### config.mk
export PLATFORM = sky130hd
export DESIGN_NAME = wake_src_ctrl
export DESIGN_NICKNAME = d
export VERILOG_FILES = /design/src/rtl/wake_pkg.sv /design/src/rtl/wake_mode_reg.sv /design/src/rtl/wake_debounce.sv /design/src/rtl/wake_req_latch.sv /design/src/rtl/wake_src_ctrl.sv
export SDC_FILE = /design/constraint.sdc
export NUM_CORES = 1
export LEC_CHECK = 0
export ABC_AREA = 1
export ABC_CLOCK_PERIOD_IN_PS = 2700
export BUFFER_PORTS_ARGS = -buffer_cell sky130_fd_sc_hd__buf_2
export CAP_MARGIN = 20
export CORE_AREA = 4 4 104 106
export DETAILED_ROUTE_END_ITERATION = 10
export DIE_AREA = 0 0 108 110
export PLACE_DENSITY = 0.82
export SLEW_MARGIN = 10
export SYNTH_ARGS = -nofsm -noshare
export SYNTH_HDL_FRONTEND = slang
export SYNTH_SLANG_ARGS = --single-unit
### constraint.sdc
create_clock -name clk_slow -period 2.7 [get_ports clk_slow]
set_input_delay 0.54 -clock clk_slow [delete_from_list [all_inputs] [get_ports clk_slow]]
set_output_delay 0.54 -clock clk_slow [all_outputs]
set_load 0.01 [all_outputs]
### src/rtl/wake_pkg.sv
// Package wake_pkg
// Shared field layout and threshold decoding for the wake-source controller.
// Assumes the control fields occupy the low byte of the mode register and the
// per-input enable mask sits directly above them.
package wake_pkg;

    localparam int FW_CODE_W = 3;
    localparam int WK_CODE_W = 2;
    localparam int FW_CNT_W  = 16;
    localparam int WK_CNT_W  = 6;

    // Control part of the mode register; force_en is bit 0.
    typedef struct packed {
        logic [WK_CODE_W-1:0] wk_code;
        logic [FW_CODE_W-1:0] fw_code;
        logic                 rtc_en;
        logic                 bod_en;
        logic                 force_en;
    } wake_ctl_t;

    localparam int CTL_W = $bits(wake_ctl_t);

    // Minimum consecutive low samples for the force-wake pin.
    function automatic logic [FW_CNT_W-1:0] fw_limit(input logic [FW_CODE_W-1:0] code);
        logic [FW_CNT_W-1:0] lim;
        case (code)
            3'd0:    lim = FW_CNT_W'(1);
            3'd1:    lim = FW_CNT_W'(3);
            3'd2:    lim = FW_CNT_W'(32);
            3'd3:    lim = FW_CNT_W'(512);
            3'd4:    lim = FW_CNT_W'(4096);
            default: lim = FW_CNT_W'(32768);
        endcase
        return lim;
    endfunction

    // Minimum consecutive active samples for a general wake input.
    function automatic logic [WK_CNT_W-1:0] wk_limit(input logic [WK_CODE_W-1:0] code);
        logic [WK_CNT_W-1:0] lim;
        case (code)
            2'd0:    lim = WK_CNT_W'(1);
            2'd1:    lim = WK_CNT_W'(3);
            default: lim = WK_CNT_W'(32);
        endcase
        return lim;
    endfunction

endpackage

### src/rtl/wake_mode_reg.sv
// Module wake_mode_reg
// Holds the read-write mode register. Assumes writes are single-cycle strobes
// synchronous to the slow clock; the contents are visible on q after the edge.
module wake_mode_reg #(
    parameter int REG_W = 16
) (
    input  logic             clk,
    input  logic             rst_n,
    input  logic             we,
    input  logic [REG_W-1:0] wdata,
    output logic [REG_W-1:0] q
);

    // Load the register on a write, clear it on reset.
    always_ff @(posedge clk) begin
        if (!rst_n) begin
            q <= '0;
        end else if (we) begin
            q <= wdata;
        end
    end

endmodule

### src/rtl/wake_debounce.sv
// Module wake_debounce
// Counts consecutive active samples and flags qualification on the edge where
// the count reaches limit. Assumes limit only changes together with clr.
module wake_debounce #(
    parameter int CNT_W = 16
) (
    input  logic             clk,
    input  logic             rst_n,
    input  logic             clr,
    input  logic             active,
    input  logic [CNT_W-1:0] limit,
    output logic             qual
);

    logic [CNT_W-1:0] cnt;
    logic [CNT_W:0]   cnt_inc;
    logic             reach;

    // Next count and threshold comparison, one bit wider to avoid wrap.
    always_comb begin
        cnt_inc = {1'b0, cnt} + 1'b1;
        reach   = (cnt_inc >= {1'b0, limit});
    end

    // Advance, saturate or restart the counter and register the result.
    always_ff @(posedge clk) begin
        if (!rst_n || clr || !active) begin
            cnt  <= '0;
            qual <= 1'b0;
        end else begin
            cnt  <= reach ? limit : cnt_inc[CNT_W-1:0];
            qual <= reach;
        end
    end

endmodule

### src/rtl/wake_req_latch.sv
// Module wake_req_latch
// Sticky wake request: set by any qualified source, cleared by acknowledge.
// Assumes ack is a single-cycle pulse; acknowledge wins over a set.
module wake_req_latch (
    input  logic clk,
    input  logic rst_n,
    input  logic set,
    input  logic ack,
    output logic req
);

    // Hold the request until it is acknowledged.
    always_ff @(posedge clk) begin
        if (!rst_n || ack) begin
            req <= 1'b0;
        end else begin
            req <= req | set;
        end
    end

endmodule

### src/rtl/wake_src_ctrl.sv
// Module wake_src_ctrl
// Wake-up decision unit on the slow clock: gates four source kinds with their
// enables, debounces the force-wake pin and each general input, and drives one
// sticky wake request. Assumes all inputs are synchronous to clk_slow.
module wake_src_ctrl
    import wake_pkg::*;
#(
    parameter  int N_WKUP = 8,
    localparam int REG_W  = CTL_W + N_WKUP
) (
    input  logic              clk_slow,
    input  logic              rst_n,
    input  logic              cfg_we,
    input  logic [REG_W-1:0]  cfg_wdata,
    output logic [REG_W-1:0]  cfg_rdata,
    input  logic              force_wake_n,
    input  logic              bod_alarm,
    input  logic              rtc_alarm,
    input  logic [N_WKUP-1:0] wkup_in,
    input  logic              wake_ack,
    output logic              wake_req
);

    logic [REG_W-1:0]    mode_q;
    wake_ctl_t           ctl;
    logic [N_WKUP-1:0]   wk_mask;
    logic [N_WKUP-1:0]   wk_qual;
    logic                fw_qual;
    logic                any_set;

    // Mode register storage.
    wake_mode_reg #(.REG_W(REG_W)) i_mode (
        .clk   (clk_slow),
        .rst_n (rst_n),
        .we    (cfg_we),
        .wdata (cfg_wdata),
        .q     (mode_q)
    );

    // Split the register into control fields and the input mask.
    always_comb begin
        ctl       = wake_ctl_t'(mode_q[CTL_W-1:0]);
        wk_mask   = mode_q[REG_W-1:CTL_W];
        cfg_rdata = mode_q;
    end

    // Force-wake pin debounce, counting low samples while enabled.
    wake_debounce #(.CNT_W(FW_CNT_W)) i_fw_deb (
        .clk    (clk_slow),
        .rst_n  (rst_n),
        .clr    (cfg_we),
        .active (ctl.force_en & ~force_wake_n),
        .limit  (fw_limit(ctl.fw_code)),
        .qual   (fw_qual)
    );

    // One debounce counter per general wake input.
    for (genvar gi = 0; gi < N_WKUP; gi++) begin : g_wk
        wake_debounce #(.CNT_W(WK_CNT_W)) i_wk_deb (
            .clk    (clk_slow),
            .rst_n  (rst_n),
            .clr    (cfg_we),
            .active (wk_mask[gi] & wkup_in[gi]),
            .limit  (wk_limit(ctl.wk_code)),
            .qual   (wk_qual[gi])
        );
    end

    // Combine every qualified or enabled immediate source.
    always_comb begin
        any_set = fw_qual
                | (|wk_qual)
                | (ctl.bod_en & bod_alarm)
                | (ctl.rtc_en & rtc_alarm);
    end

    // Sticky request toward the power sequencer.
    wake_req_latch i_req (
        .clk   (clk_slow),
        .rst_n (rst_n),
        .set   (any_set),
        .ack   (wake_ack),
        .req   (wake_req)
    );

endmodule

==> impl_metrics.py <==
metrics = {
    "global_route": {
        "globalRouteOverflowTotal": 0,
        "antenna_found_initial": 0,
        "grt_util_all_layers": 0.201,
        "grt_pass1_wl_um": 19200,
        "grt_pass1_vias": 4445,
        "grt_max_degree": 26,
    },
    "synthesis": {
        "syn_nets": 722,
        "ys.flop_type": "dfxtp_1",
        "synth_edf_count": 0,
        "seq_area_frac_synth": 0.373,
        "async_flop_share": 0,
        "yosysWarningCount": 0,
        "synth.distinct_cells": 32,
        "synth_area_um2": 4830,
        "avgSynthCellArea_um2": 7.41,
        "ys_ff_latch": 90,
        "synthCells": 652,
    },
    "detailed_routing": {
        "drc": 0,
        "ant_nets": 0,
        "dr_wl_met3_um": 612,
        "drtIter0Drc": 236,
        "vias": 4462,
        "met2_length_um": 5760,
        "avgRoutedWirePerCell_um": 13.4,
        "routed_via_density": 5.21,
        "top_layer_used": "met4",
        "routed_wl_um": 11400,
        "met1Wirelength_um": 4800,
        "firstDrtPassIters": 6,
    },
    "floorplanning": {
        "start_util": 0.494,
        "fp.dieH_um": 110,
        "rows": 36,
        "dieArea_um2": 11900,
        "die_width_um": 108,
        "ios": 48,
        "core_um2": 9770,
    },
    "power": {
        "powerDensity_nw_per_um2": 437,
        "ir_worst_vdd_uv": 315,
        "leakagePower_uw": 0.00265,
        "p_total_uw": 2460,
    },
    "sta": {
        "slew_headroom": 0.604,
        "tightest_slew_ns": 0.588,
        "clock.fmax_mhz": 395,
        "layout_min_cycle_time_ns": 2.53,
        "hold_viol": 0,
        "clock_skew_ns": 0.00857,
        "timing.final.crit_share": 0.938,
        "drv_slew": 0,
        "setup_viol": 0,
        "fin_hold_ws_ns": 0.408,
        "fin_tns_setup_ns": 0,
    },
    "run_status": {
        "status": "finished clean",
    },
    "clock_tree": {
        "cts_tree": "yes",
        "clk_pin_slew_ns": 0.09,
        "hold_buffers": 0,
        "cts_root_buf": "clkbuf_8",
        "cts_buffers": 9,
        "cts.path.max_buffers": 2,
        "h-tree-depth": 3,
        "clock-sinks": 90,
        "insertion_delay_ns": 0.35,
    },
    "cells_and_area": {
        "nNetsFinal": 789,
        "layoutNonFillerInstCount": 856,
        "drive_gt1_frac": 0.185,
        "diodes": 0,
        "syn2layout_area_growth_pct": 16.2,
    },
    "place": {
        "place_inst": 832,
        "dpl.hpwl_um": 8570,
        "place_congestion": 0.948,
        "port_buffers": 47,
    },
    "setup_path": {
        "critPathArrivalTime_ns": 2.83,
        "worstSetupPathType": "reg -> reg",
        "required_ns": 3.00,
        "critPathMaxFanout": 5,
        "cp-start-kind": "flop",
        "end_kind": "flop",
    },
    "job": {
        "maxCapViolCount": 0,
    },
    "worst_hold_path": {
        "hold_path_class": "in -> reg",
    },
}
-- final cells by class --
| cell class | count | area [um2] |
|---|---|---|
| Multi-Input combinational cell | 456 | 2730 |
| Sequential cell | 90 | 1820 |
| Fill cell | 890 | 4160 |
| Clock inverter | 4 | 28.8 |
| Tap cell | 133 | 166 |
| Clock buffer | 11 | 141 |
| Inverter | 100 | 375 |
| Timing Repair Buffer | 62 | 355 |
-- logic make-up (layout without fill, tap and decap cells) --
family          count (synthesis)  count (layout)  share of synthesized area
simple gates                  312             314                      0.299
buf+inv                       108             177                     0.0842
flops                          90              90                      0.373
compound gates                 68              68                     0.0795
fa+ha+maj                      39              39                      0.101
xor+xnor                       35              35                     0.0634
-- placed cells by master (no fill, tap or decap), drive strengths merged, types with 9 or more instances in the layout --
cell / netlist / layout
nand4: 17 / 17
a21oi: 25 / 25
ha: 39 / 39
nor2: 76 / 77
buf: 1 / 62
dfxtp: 90 / 90
clkbuf: 7 / 11
inv: 100 / 100
o21ai: 26 / 26
nor3: 9 / 9
nand3: 53 / 54
nand2: 144 / 144
xnor2: 10 / 10
xor2: 25 / 25
-- path summary, 6_finish.rpt --
kind / startpoint / slack, ns / depth (start not counted) / end
hold reg to reg: i_mode.q[8] / 0.47 / 2 / i_mode.q[8]
hold / removal: cfg_wdata[2] / 0.41 / 3 / i_mode.q[2]
setup reg to reg: i_fw_deb.cnt[2] / 0.17 / 18 / i_fw_deb.cnt[3]
setup / recovery: i_fw_deb.cnt[2] / 0.17 / 18 / i_fw_deb.cnt[3]
-- worst max-delay path: stages (launching register included) --
cell and delay [ns]:
dfxtp_4 0.39, nand2_1 0.09, nor2_4 0.14, buf_6 0.13, nand2_1 0.08, nor2_2 0.16
xor2_2 0.21, ha_1 0.28, nand2_1 0.06, nor2_1 0.04, nand3_1 0.07, nor2_1 0.04
nand2_1 0.07, nor2_2 0.05, nand3_2 0.09, nand2_4 0.07, nor2_4 0.19, nand3_4 0.17
nor2_2 0.15
-- report_power, final --
group | switching (uW) | internal (uW) | leakage [uW] | total, uW
clock network | 472 | 355 | 0.0000814 | 827
logic | 172 | 95.6 | 0.00184 | 267
registers | 16.1 | 1350 | 0.000735 | 1360
-- state kept, by name, summed over array words and instances (netlist names) --
name                flops
i_fw_deb.qual           1
i_mode.q               16
g_wk.i_wk_deb.qual      8
i_fw_deb.cnt           16
i_req.req               1
g_wk.i_wk_deb.cnt      48
-- per-stage QoR --
| stage | utilization | worst slack (ns) | cell area, um2 |
|---|---|---|---|
| 2_1_floorplan | - | 0.103 | 4830 |
| 3_3_place_gp | 0.538 | 0.0701 | 5260 |
| 3_5_place_dp | 0.538 | -0.0922 | 5260 |
| 4_1_cts | 0.562 | 0.00689 | 5500 |
| 5_1_grt | 0.574 | -0.0211 | 5610 |
| 6_report | 0.574 | 0.166 | 5610 |
-- cell usage after synthesis (8+ instances only) --
library cell,number,area (um2)
inv_1,99,372
ha_1,39,488
nand4_1,16,100
nor2_1,57,214
o21ai_0,25,125
dfxtp_1,90,1800
nand3_1,51,255
nand2_1,140,526
a21oi_1,25,125
xor2_1,25,219
xnor2_1,10,87.6
nor3_1,8,40.0
nor2_2,15,93.8
-- per-layer routing --
layer,track usage,up-vias
li1,-,2249
met1,0.236,2052
met2,0.368,137
met3,0.0303,24
met4,0.0839,0
met5,0,-
-- repair_timing --
item                       CTS  global route
gates resized for setup     11            22
gates cloned                 2             0
buffers inserted             3             4
hold endpoints to repair     0             0
pin swaps                    8            16
setup endpoints to repair   11            17
Power figures use the tool's default switching activity.
